--- src/rtl/rob_pkg.sv ---
package rob_pkg;
  typedef enum logic [1:0] {
    K_REG    = 2'd0,
    K_STORE  = 2'd1,
    K_BRANCH = 2'd2
  } kind_e;
endpackage

--- src/rtl/rob_ptrs.sv ---
module rob_ptrs #(
  parameter int DEPTH = 8,
  localparam int TAG_W = $clog2(DEPTH),
  localparam int CNT_W = $clog2(DEPTH + 1)
) (
  input  logic             clk,
  input  logic             rst,
  input  logic             alloc_en,
  input  logic [1:0]       ret_n,
  input  logic             flush,
  output logic [TAG_W-1:0] head,
  output logic [TAG_W-1:0] head_nx,
  output logic [TAG_W-1:0] tail,
  output logic [CNT_W-1:0] count,
  output logic             full
);
  function automatic logic [TAG_W-1:0] bump(input logic [TAG_W-1:0] p);
    return (p == TAG_W'(DEPTH - 1)) ? '0 : p + 1'b1;
  endfunction

  logic [TAG_W-1:0] head_q, tail_q, head_after;
  logic [CNT_W-1:0] count_q;

  always_comb begin
    head_after = head_q;
    if (ret_n == 2'd1) head_after = bump(head_q);
    else if (ret_n == 2'd2) head_after = bump(bump(head_q));
  end

  always_ff @(posedge clk) begin
    if (rst || flush) begin
      head_q  <= '0;
      tail_q  <= '0;
      count_q <= '0;
    end else begin
      head_q  <= head_after;
      if (alloc_en) tail_q <= bump(tail_q);
      count_q <= count_q + CNT_W'(alloc_en) - CNT_W'(ret_n);
    end
  end

  assign head    = head_q;
  assign head_nx = bump(head_q);
  assign tail    = tail_q;
  assign count   = count_q;
  assign full    = (count_q == CNT_W'(DEPTH));

  AST_NO_OVERFLOW: assert property (@(posedge clk) disable iff (rst)
    count_q <= CNT_W'(DEPTH));
  AST_FLUSH_EMPTIES: assert property (@(posedge clk) disable iff (rst)
    flush |=> (count_q == '0));
endmodule

--- src/rtl/rob_store.sv ---
module rob_store
  import rob_pkg::*;
#(
  parameter int DEPTH  = 8,
  parameter int DATA_W = 32,
  parameter int DEST_W = 32,
  localparam int TAG_W = $clog2(DEPTH)
) (
  input  logic              clk,
  input  logic              rst,
  input  logic              flush,
  input  logic              alloc_en,
  input  logic [TAG_W-1:0]  alloc_tag,
  input  kind_e             alloc_kind,
  input  logic [DEST_W-1:0] alloc_dest,
  input  logic              cdb_en,
  input  logic [TAG_W-1:0]  cdb_tag,
  input  logic [DATA_W-1:0] cdb_value,
  input  logic              cdb_exc,
  input  logic              cdb_mispred,
  input  logic              free0_en,
  input  logic              free1_en,
  input  logic [TAG_W-1:0]  h0_tag,
  input  logic [TAG_W-1:0]  h1_tag,
  output logic              h0_valid,
  output logic              h0_ready,
  output kind_e             h0_kind,
  output logic [DEST_W-1:0] h0_dest,
  output logic [DATA_W-1:0] h0_value,
  output logic              h0_exc,
  output logic              h0_mis,
  output logic              h1_valid,
  output logic              h1_ready,
  output kind_e             h1_kind,
  output logic [DEST_W-1:0] h1_dest,
  output logic [DATA_W-1:0] h1_value,
  output logic              h1_exc,
  output logic              h1_mis,
  input  logic [TAG_W-1:0]  rd_tag,
  output logic              rd_hit,
  output logic [DATA_W-1:0] rd_value
);
  logic              live_q [DEPTH];
  logic              done_q [DEPTH];
  logic              exc_q  [DEPTH];
  logic              mis_q  [DEPTH];
  kind_e             kind_m [DEPTH];
  logic [DEST_W-1:0] dest_m [DEPTH];
  logic [DATA_W-1:0] val_m  [DEPTH];

  // status flags need reset and flush clear; one register set per entry
  for (genvar i = 0; i < DEPTH; i++) begin : g_ent
    logic hit_alloc, hit_cdb, hit_free;
    assign hit_alloc = alloc_en && (alloc_tag == TAG_W'(i));
    assign hit_cdb   = cdb_en && (cdb_tag == TAG_W'(i)) && live_q[i];
    assign hit_free  = (free0_en && (h0_tag == TAG_W'(i))) ||
                       (free1_en && (h1_tag == TAG_W'(i)));
    always_ff @(posedge clk) begin
      if (rst || flush) begin
        live_q[i] <= 1'b0;
        done_q[i] <= 1'b0;
        exc_q[i]  <= 1'b0;
        mis_q[i]  <= 1'b0;
      end else if (hit_alloc) begin
        live_q[i] <= 1'b1;
        done_q[i] <= 1'b0;
        exc_q[i]  <= 1'b0;
        mis_q[i]  <= 1'b0;
      end else if (hit_free) begin
        live_q[i] <= 1'b0;
        done_q[i] <= 1'b0;
      end else if (hit_cdb) begin
        done_q[i] <= 1'b1;
        exc_q[i]  <= cdb_exc;
        mis_q[i]  <= cdb_mispred;
      end
    end
  end

  // payload arrays: single write port each, no reset
  always_ff @(posedge clk) begin
    if (alloc_en) begin
      kind_m[alloc_tag] <= alloc_kind;
      dest_m[alloc_tag] <= alloc_dest;
    end
    if (cdb_en) val_m[cdb_tag] <= cdb_value;
  end

  assign h0_valid = live_q[h0_tag];
  assign h0_ready = done_q[h0_tag];
  assign h0_kind  = kind_m[h0_tag];
  assign h0_dest  = dest_m[h0_tag];
  assign h0_value = val_m[h0_tag];
  assign h0_exc   = exc_q[h0_tag];
  assign h0_mis   = mis_q[h0_tag];
  assign h1_valid = live_q[h1_tag];
  assign h1_ready = done_q[h1_tag];
  assign h1_kind  = kind_m[h1_tag];
  assign h1_dest  = dest_m[h1_tag];
  assign h1_value = val_m[h1_tag];
  assign h1_exc   = exc_q[h1_tag];
  assign h1_mis   = mis_q[h1_tag];
  assign rd_hit   = live_q[rd_tag] && done_q[rd_tag];
  assign rd_value = val_m[rd_tag];

  AST_ALLOC_FREE_SLOT: assert property (@(posedge clk) disable iff (rst)
    alloc_en |-> !live_q[alloc_tag]);
  AST_CDB_LIVE: assert property (@(posedge clk) disable iff (rst)
    (cdb_en && !flush) |-> live_q[cdb_tag]);
endmodule

--- src/rtl/rob_retire.sv ---
module rob_retire
  import rob_pkg::*;
#(
  parameter int DATA_W = 32,
  parameter int DEST_W = 32
) (
  input  logic              clk,
  input  logic              rst,
  input  logic              h0_valid,
  input  logic              h0_ready,
  input  kind_e             h0_kind,
  input  logic [DEST_W-1:0] h0_dest,
  input  logic [DATA_W-1:0] h0_value,
  input  logic              h0_exc,
  input  logic              h0_mis,
  input  logic              h1_valid,
  input  logic              h1_ready,
  input  kind_e             h1_kind,
  input  logic [DEST_W-1:0] h1_dest,
  input  logic [DATA_W-1:0] h1_value,
  input  logic              h1_exc,
  input  logic              h1_mis,
  output logic              free0_en,
  output logic              free1_en,
  output logic [1:0]        ret_n,
  output logic              flush_now,
  output logic              c0_rf_we,
  output logic              c0_mem_we,
  output logic [DEST_W-1:0] c0_dest,
  output logic [DATA_W-1:0] c0_data,
  output logic              c1_rf_we,
  output logic              c1_mem_we,
  output logic [DEST_W-1:0] c1_dest,
  output logic [DATA_W-1:0] c1_data,
  output logic              redir_valid,
  output logic [DATA_W-1:0] redir_pc,
  output logic              exc_valid
);
  logic go0, fault0, ok0, fault1, ok1;

  always_comb begin
    go0    = h0_valid && h0_ready;
    fault0 = h0_exc || ((h0_kind == K_BRANCH) && h0_mis);
    ok0    = go0 && !fault0;
    fault1 = h1_exc || ((h1_kind == K_BRANCH) && h1_mis);
    ok1    = ok0 && h1_valid && h1_ready && !fault1;
  end

  assign free0_en  = ok0;
  assign free1_en  = ok1;
  assign ret_n     = {1'b0, ok0} + {1'b0, ok1};
  assign flush_now = go0 && fault0;

  always_ff @(posedge clk) begin
    if (rst) begin
      c0_rf_we    <= 1'b0;
      c0_mem_we   <= 1'b0;
      c0_dest     <= '0;
      c0_data     <= '0;
      c1_rf_we    <= 1'b0;
      c1_mem_we   <= 1'b0;
      c1_dest     <= '0;
      c1_data     <= '0;
      redir_valid <= 1'b0;
      redir_pc    <= '0;
      exc_valid   <= 1'b0;
    end else begin
      c0_rf_we    <= ok0 && (h0_kind == K_REG);
      c0_mem_we   <= ok0 && (h0_kind == K_STORE);
      c0_dest     <= h0_dest;
      c0_data     <= h0_value;
      c1_rf_we    <= ok1 && (h1_kind == K_REG);
      c1_mem_we   <= ok1 && (h1_kind == K_STORE);
      c1_dest     <= h1_dest;
      c1_data     <= h1_value;
      redir_valid <= flush_now && !h0_exc;
      redir_pc    <= h0_value;
      exc_valid   <= flush_now && h0_exc;
    end
  end
endmodule

--- src/rtl/spec_rob.sv ---
module spec_rob
  import rob_pkg::*;
#(
  parameter int DEPTH  = 8,
  parameter int DATA_W = 32,
  parameter int DEST_W = 32,
  localparam int TAG_W = $clog2(DEPTH),
  localparam int CNT_W = $clog2(DEPTH + 1)
) (
  input  logic              clk,
  input  logic              rst,
  input  logic              iss_valid,
  input  logic [1:0]        iss_kind,
  input  logic [DEST_W-1:0] iss_dest,
  output logic              iss_ready,
  output logic [TAG_W-1:0]  iss_tag,
  input  logic              cdb_valid,
  input  logic [TAG_W-1:0]  cdb_tag,
  input  logic [DATA_W-1:0] cdb_value,
  input  logic              cdb_exc,
  input  logic              cdb_mispred,
  input  logic [TAG_W-1:0]  rd_tag,
  output logic              rd_hit,
  output logic [DATA_W-1:0] rd_value,
  output logic              c0_rf_we,
  output logic              c0_mem_we,
  output logic [DEST_W-1:0] c0_dest,
  output logic [DATA_W-1:0] c0_data,
  output logic              c1_rf_we,
  output logic              c1_mem_we,
  output logic [DEST_W-1:0] c1_dest,
  output logic [DATA_W-1:0] c1_data,
  output logic              redir_valid,
  output logic [DATA_W-1:0] redir_pc,
  output logic              exc_valid
);
  logic [TAG_W-1:0]  head, head_nx, tail;
  logic [CNT_W-1:0]  count;
  logic              full, flush_now, alloc_en, free0_en, free1_en;
  logic [1:0]        ret_n;
  logic              h0_valid, h0_ready, h0_exc, h0_mis;
  logic              h1_valid, h1_ready, h1_exc, h1_mis;
  kind_e             h0_kind, h1_kind;
  logic [DEST_W-1:0] h0_dest, h1_dest;
  logic [DATA_W-1:0] h0_value, h1_value;

  assign iss_ready = !full && !flush_now;
  assign alloc_en  = iss_valid && iss_ready;
  assign iss_tag   = tail;

  rob_ptrs #(.DEPTH(DEPTH)) u_ptrs (
    .clk(clk), .rst(rst), .alloc_en(alloc_en), .ret_n(ret_n), .flush(flush_now),
    .head(head), .head_nx(head_nx), .tail(tail), .count(count), .full(full)
  );

  rob_store #(.DEPTH(DEPTH), .DATA_W(DATA_W), .DEST_W(DEST_W)) u_store (
    .clk(clk), .rst(rst), .flush(flush_now),
    .alloc_en(alloc_en), .alloc_tag(tail), .alloc_kind(kind_e'(iss_kind)),
    .alloc_dest(iss_dest),
    .cdb_en(cdb_valid), .cdb_tag(cdb_tag), .cdb_value(cdb_value),
    .cdb_exc(cdb_exc), .cdb_mispred(cdb_mispred),
    .free0_en(free0_en), .free1_en(free1_en), .h0_tag(head), .h1_tag(head_nx),
    .h0_valid(h0_valid), .h0_ready(h0_ready), .h0_kind(h0_kind), .h0_dest(h0_dest),
    .h0_value(h0_value), .h0_exc(h0_exc), .h0_mis(h0_mis),
    .h1_valid(h1_valid), .h1_ready(h1_ready), .h1_kind(h1_kind), .h1_dest(h1_dest),
    .h1_value(h1_value), .h1_exc(h1_exc), .h1_mis(h1_mis),
    .rd_tag(rd_tag), .rd_hit(rd_hit), .rd_value(rd_value)
  );

  rob_retire #(.DATA_W(DATA_W), .DEST_W(DEST_W)) u_retire (
    .clk(clk), .rst(rst),
    .h0_valid(h0_valid), .h0_ready(h0_ready), .h0_kind(h0_kind), .h0_dest(h0_dest),
    .h0_value(h0_value), .h0_exc(h0_exc), .h0_mis(h0_mis),
    .h1_valid(h1_valid), .h1_ready(h1_ready), .h1_kind(h1_kind), .h1_dest(h1_dest),
    .h1_value(h1_value), .h1_exc(h1_exc), .h1_mis(h1_mis),
    .free0_en(free0_en), .free1_en(free1_en), .ret_n(ret_n), .flush_now(flush_now),
    .c0_rf_we(c0_rf_we), .c0_mem_we(c0_mem_we), .c0_dest(c0_dest), .c0_data(c0_data),
    .c1_rf_we(c1_rf_we), .c1_mem_we(c1_mem_we), .c1_dest(c1_dest), .c1_data(c1_data),
    .redir_valid(redir_valid), .redir_pc(redir_pc), .exc_valid(exc_valid)
  );

  AST_TAG_STEP: assert property (@(posedge clk) disable iff (rst)
    (alloc_en && !flush_now) |=>
      (iss_tag == (($past(iss_tag) == TAG_W'(DEPTH - 1)) ? '0 : $past(iss_tag) + 1'b1)));
  AST_QUIET_FLUSH: assert property (@(posedge clk) disable iff (rst)
    (redir_valid || exc_valid) |-> !(c0_rf_we || c0_mem_we || c1_rf_we || c1_mem_we));
  AST_REDIR_PULSE: assert property (@(posedge clk) disable iff (rst)
    redir_valid |=> !redir_valid);
  AST_SLOT_ORDER: assert property (@(posedge clk) disable iff (rst)
    (c1_rf_we || c1_mem_we) |-> !(redir_valid || exc_valid));
endmodule

--- config.mk ---
export PLATFORM = sky130hd
export DESIGN_NAME = spec_rob
export DESIGN_NICKNAME = d
export VERILOG_FILES = /design/src/rtl/rob_pkg.sv /design/src/rtl/rob_ptrs.sv /design/src/rtl/rob_store.sv /design/src/rtl/rob_retire.sv /design/src/rtl/spec_rob.sv
export SDC_FILE = /design/constraint.sdc
export NUM_CORES = 1
export LEC_CHECK = 0
export BUFFER_PORTS_ARGS = -buffer_cell sky130_fd_sc_hd__buf_2
export CORE_MARGIN = 8
export CORE_UTILIZATION = 50
export DETAILED_ROUTE_END_ITERATION = 10
export GPL_TIMING_DRIVEN = 1
export PLACE_DENSITY = 0.73
export SLEW_MARGIN = 25
export SYNTH_ARGS = -nofsm -noshare
export SYNTH_HDL_FRONTEND = slang
export SYNTH_SLANG_ARGS = --single-unit
export TNS_END_PERCENT = 100
--- constraint.sdc ---
create_clock -name clk -period 15.37 [get_ports clk]
set_clock_uncertainty 0.1 [all_clocks]
set_input_delay 4.611 -clock clk [delete_from_list [all_inputs] [get_ports clk]]
set_output_delay 4.611 -clock clk [all_outputs]
set_load 0.05 [all_outputs]
=== Yosys cells after proc, flatten, opt, wreduce, memory -nomap -nowiden ===
Memory sizes are Yosys's and may differ from the RTL's. A register that Yosys moved wholly into a read port is not among the register bits.
Cells that the tools add are included.

* Mux-type cells: 189
* $lt $le $gt $ge: 0
* Multiply operators: 0
* Bitwise logic cells: 72
* Shift-type cells: 0
* Equality and inequality tests: 35
* Reduce and logical (&&, ||, !) cells: 80
* Add/subtract/negate cells: 6
* Div/mod/pow operators: 0

{| class="wikitable"
|+ Operator list
! cell !! count
|-
| 2-to-1 mux 1 bit || 174
|-
| OR 1 bit || 72
|-
| logical AND 1 bit || 57
|-
| == test 3 bit, second input constant || 16
|-
| 2-to-1 mux 3 bit || 15
|-
| == test 3 x 2 -> 1 bit, second input constant || 8
|-
| == test 3 x 1 -> 1 bit, second input constant || 4
|-
| logical NOT 3 bit || 4
|-
| logical OR 1 bit || 11
|-
| adder 3 x 1 -> 3 bit, second input constant || 3
|-
| == test 2 x 1 -> 1 bit, second input constant || 3
|-
| == test 2 bit, second input constant || 3
|-
| logical NOT 1 bit || 5
|-
| adder 4 x 1 -> 4 bit || 1
|-
| == test 4 bit, second input constant || 1
|-
| logical NOT 2 bit || 2
|-
| subtractor 4 x 2 -> 4 bit || 1
|-
| adder 1 x 1 -> 2 bit || 1
|-
| nonzero test 2 bit || 1
|}

* Input port bits: 78
* Output and inout bits: 203
* Word-level logic and storage cells: 398
* Bits in read-only memories: 0
* Memories: 7
* Latch bits: 0
* RAM bits: 560
* Bits in registers: 16

{| class="wikitable"
|+ Memories
! memory !! depth !! bits a word !! read ports !! clocked after memory_dff !! wr ports !! RTL line !! source
|-
| u_store.dest_m || 8 || 32 || 2 || 2 || 1 || rob_store.sv:48 || <nowiki>logic [DEST_W-1:0] dest_m [DEPTH];</nowiki>
|-
| u_store.val_m || 8 || 32 || 3 || 2 || 1 || rob_store.sv:49 || <nowiki>logic [DATA_W-1:0] val_m [DEPTH];</nowiki>
|-
| u_store.kind_m || 8 || 2 || 2 || 1 || 1 || rob_store.sv:47 || <nowiki>kind_e kind_m [DEPTH];</nowiki>
|-
| u_store.done_q || 8 || 1 || 3 || 1 || 8 || rob_store.sv:44 || <nowiki>logic done_q [DEPTH];</nowiki>
|-
| u_store.exc_q || 8 || 1 || 2 || 1 || 8 || rob_store.sv:45 || <nowiki>logic exc_q [DEPTH];</nowiki>
|-
| u_store.live_q || 8 || 1 || 11 || 1 || 8 || rob_store.sv:43 || <nowiki>logic live_q [DEPTH];</nowiki>
|-
| +1 memories || n/a || n/a || n/a || n/a || n/a || n/a ||
|}

=== Depth between registers and ports, before layout ===
* Depth in word-level cells: 16
* Depth in mapped cells: 21
* Depth with buffers taken out: 16

=== Cells and area by module ===
A second synthesis with hierarchy kept.

* Cells, all modules: 1,705
* Area total of the unflattened synthesis: 32,456.1 um2

{| class="wikitable"
|+ Modules (own cells, without submodules)
! module !! area each (um2) !! cells an instance !! sequential area each (um2) !! instances
|-
| rob_store || 27,864.2 || 1,309 || 16,816.1 || 1
|-
| rob_retire || 3,963.8 || 328 || 2,682.6 || 1
|-
| rob_ptrs || 611.8 || 66 || 200.2 || 1
|-
| spec_rob || 16.3 || 2 || 0.0 || 1
|}

=== Worst setup path after synthesis ===
No wires, ideal clock.

* Path type: input-to-output
* From: input rd_tag[0]
* To: output rd_value[18]
* Data required time: 10,659 ps
* Slack: 3,835 ps
* Arrival: 6,824 ps
* Buffers on the path: 3
* Stages on the path: 5
* Cell sequence: clkbuf_1 clkbuf_1 buf_1 mux4_2 mux2_2

* Longest elaborated chain between the ends: 1

{| class="wikitable"
|+ Ends and longest elaborated chain
! element !! RTL line !! source
|-
| from (decl) || spec_rob.sv:22 || <nowiki>input logic [TAG_W-1:0] rd_tag,</nowiki>
|-
| memory read (8 x 32 bit) || n/a ||
|-
| to (decl) || spec_rob.sv:24 || <nowiki>output logic [DATA_W-1:0] rd_value,</nowiki>
|}

No other way between the ends.

=== Worst setup path in the final report ===
* From: input rd_tag[0]
* To: output rd_value[3]

The elaborated chain is that of the path after synthesis.

==> results.cfg <==
[route]
wl_per_cell_um = 26.6
totalWireLength_mm = 82.4
vias = 19559
dr.first_iter.drc_count = 2049
dr.pass1.iters = 5
drt-vias-per-instance = 6.33
drc = 0
drtAntennaViolNets = 0

[clocking]
cts_setup_buffers = 0
hold_buffers = 0
insertion_delay_ns = 0.62
clock_path_buffers = 3
h-tree-depth = 3
root_buffer = clkbuf_16
cts_tree = built
cts_buffers = 76
clk_pin_slew_worst_paths_ns = 0.05
postCtsResizedCells = 0
clock_sinks = 707

[power_and_ir_drop]
p_leak_nw = 12.6
p_clk_share_pct = 36.5
p_int_mw = 3.53
switching_share_pct = 27.5
peakVddDrop_mv = 0.117
p_per_area_nw_per_um2 = 133
p_seq_share_pct = 46.8
p_switching_mw = 1.34
p_comb_share_pct = 16.7

[final_layout]
final_util_pct = 57.4
finalInstanceArea_um2 = 36700
drive_gt1_share_pct = 37.3
syn_to_final_growth_pct = 14.3
final_nets = 2269

[synth]
synthMuxAreaShare_pct = 24.9
synthFlopType = edfxtp_1
synth_top_family_by_area = multiplexers
synthXorXnorAreaFrac_pct = 0.0818
syn_area_um2 = 32100
yosysUniqueCellTypes = 60
synth_edf_count = 560
synth_fa_ha_area_share_pct = 0.997
synthSimpleGateAreaFrac_pct = 5.82
synth_top_area_share_pct = 52.4
async_flop_share_pct = 0
synthTopCellsByArea = edfxtp_1 (52%), mux4_2 (24%), dfxtp_1 (9.2%)
yosysWarnings = 0
synth_compound_area_share_pct = 3.88
ys_seq_area_share_pct = 61.5
synth_top_area_cell = edfxtp_1
syn_nets = 2047
ys_ff_latch = 707
syn_avg_cell_area_um2 = 16.5
synth_cells = 1944

[setup_path]
cp-end-kind = output port
critPathMaxStageDelay_ns = 0.71
critPathRequiredTime_ns = 10.66
arrival_ns = 7.03
critPathLaunch = rd_tag[0]
r2r_slack_ns = 8.86
path_max_fanout = 36
crit_path_end = rd_value[3]
cp_num_buf_inv = 3
r2r_end = u_ptrs.count[2]
cp_num_cells = 5
cp_slowest_cell = buf_4
path_common_cell = buf_4
reg2reg_depth = 16
crit_path_cell_trace = buf_4, buf_4, mux4_2, mux2_2, buf_2
cp-start-kind = input port
crit_type = in2out
r2r-start = u_ptrs.head[0]
critPathTopFamily = buffers and inverters

[timing]
worst_pin_slew_ns = 1.11
fin_ws_ns = 3.63
timing.fmax_mhz = 85.2
period_minus_slack_ns = 11.74
setup_viol = 0
timing.final.crit_share_pct = 76.4
rsz0062_at_grt = false
slew_headroom_pct = 26.1
tns_ns = 0
hold_viol_final = 0
maxSlewViolCount = 0

[floorplanning]
dieHeight_um = 269
io_pins = 281
start_util_pct = 50.2
die_w_um = 269
die_area_um2 = 72600
design.core.area_um2 = 64000
std_cell_rows = 93

[placement]
dpl_worst_slack_ns = 3.60
port_buffers = 280
placed_area_um2 = 34200
gp_congestion = 0.879
dp_hpwl_mm = 47.5

[min_path]
hold_path_class = reg2reg

[global_route]
overflow = 0
grt_pass1_vias = 20307
grt_pass1_wl_mm = 125
grt_max_degree = 68
grtUsageTotal_pct = 22.3
grt_antenna_before_repair = 11

[run]
max-cap-violations = 0

[status]
outcome = completed
metrics by stage:
stage          total power [mW]  hold slack [ns]  instances
2_1_floorplan              2.91            0.467       1944
3_3_place_gp               3.11            0.480       2943
3_5_place_dp               3.13            0.489       2943
4_1_cts                    4.90            0.505       3082
5_1_grt                    5.03            0.556       3086
6_report                   4.87            0.496       3092
kinds of logic after synthesis:
logic type      after synthesis
compound gates              212
xor+xnor                      3
fa+ha+maj                    25
buf+inv                     199
flops                       707
mux                         375
simple gates                423
power groups by stage:
stage	Sequential (mW)	Clock [mW]	Combinational [mW]
after floorplan	2.43	0	0.478
after global placement	2.31	0	0.804
after detailed placement	2.31	0	0.813
after CTS	2.27	1.80	0.819
after global routing	2.29	1.88	0.865
final	2.28	1.78	0.814
sequential cells by signal, indices dropped and copies added (netlist names), 16 cells and up, named ones only:
register	cells
u_retire.c0_dest	32
u_store.dest_m	256
u_retire.c0_data	32
u_store.val_m	256
u_retire.c1_data	32
u_retire.c1_dest	32
u_store.kind_m	16
worst min path at each step:
| stage | start | cells after the start | endpoint |
|---|---|---|---|
| 4_1_cts | u_ptrs.count[3] | 3 | u_ptrs.count[3] |
| 6_report | u_ptrs.count[3] | 3 | u_ptrs.count[3] |
| 2_1_floorplan | u_ptrs.count[3] | 3 | u_ptrs.count[3] |
| 3_3_place_gp | u_ptrs.count[3] | 3 | u_ptrs.count[3] |
| 5_1_grt | u_ptrs.count[3] | 3 | u_ptrs.count[3] |
| 3_5_place_dp | u_ptrs.count[3] | 3 | u_ptrs.count[3] |
cells in the final DEF (no fill, tap or decap), types with 7 or more instances in the layout:
cell type    n
diode_2     10
nor2_1      24
nor4b_1      7
clkinv_1     7
mux2_2      34
ha_1        22
edfxtp_1   560
nor3_1      10
nand3_1     10
clkbuf_16   79
and2_1       7
o21ai_0     10
dfxtp_1    144
clkbuf_8    10
nor2_4      10
clkinv_2    13
clkbuf_1    20
buf_2      278
and3_1       7
nand2b_1     9
o211ai_1    11
a21oi_1    146
nand2_1    292
buf_4       32
mux4_2     336
inv_1       23
nor4_1       9
routing by layer:
| layer | routed length [µm] | share of wire, % | up-vias | GRT usage (%) |
|---|---|---|---|---|
| met3 | 7840 | 9.5 | 183 | 5.56 |
| met2 | 41900 | 51 | 1046 | 38.1 |
| met4 | 2160 | 2.6 | 10 | 7.52 |
| met5 | 69 | 0.084 | - | 0 |
| li1 | - | - | 8209 | - |
| met1 | 30400 | 37 | 10111 | 27.6 |
worst register-to-register path, stage by stage (launching register included):
cell	delay, ns
dfxtp_4	0.97
ha_1	0.39
ha_4	0.52
clkinv_2	0.74
buf_4	0.62
mux4_2	0.40
mux2i_1	0.59
o32a_1	0.29
nand2_1	0.13
ha_1	0.42
ha_1	0.30
inv_1	0.06
ha_1	0.15
inv_1	0.06
fa_1	0.43
xor2_1	0.15
nor2_1	0.05
synth_stat cells (all sizes together) (4+ instances only):
library cell / instances
nor4: 10
o211ai: 11
nor2b: 4
buf: 77
o311ai: 8
mux2: 34
and3: 7
inv: 28
nor3: 16
mux4: 336
nand2b: 9
clkbuf: 94
nand3: 10
mux2i: 5
nand2: 292
o21ai: 11
dfxtp: 147
a31oi: 5
nand3b: 6
and2: 8
nor2: 34
a211oi: 4
nand4b: 4
or3: 4
a21oi: 147
ha: 24
edfxtp: 560
o2111ai: 4
nor4b: 8
layout make-up:
class	instances	area, µm²
fillers	4836	27300
well taps	855	1070
clock buffers	109	2190
multi-input cells	1038	11600
diodes	10	25.0
repair buffers	315	1690
clock inverters	30	259
flip-flops and latches	707	19800
inverters	28	108
No activity file was read; power rests on OpenSTA's default activity.
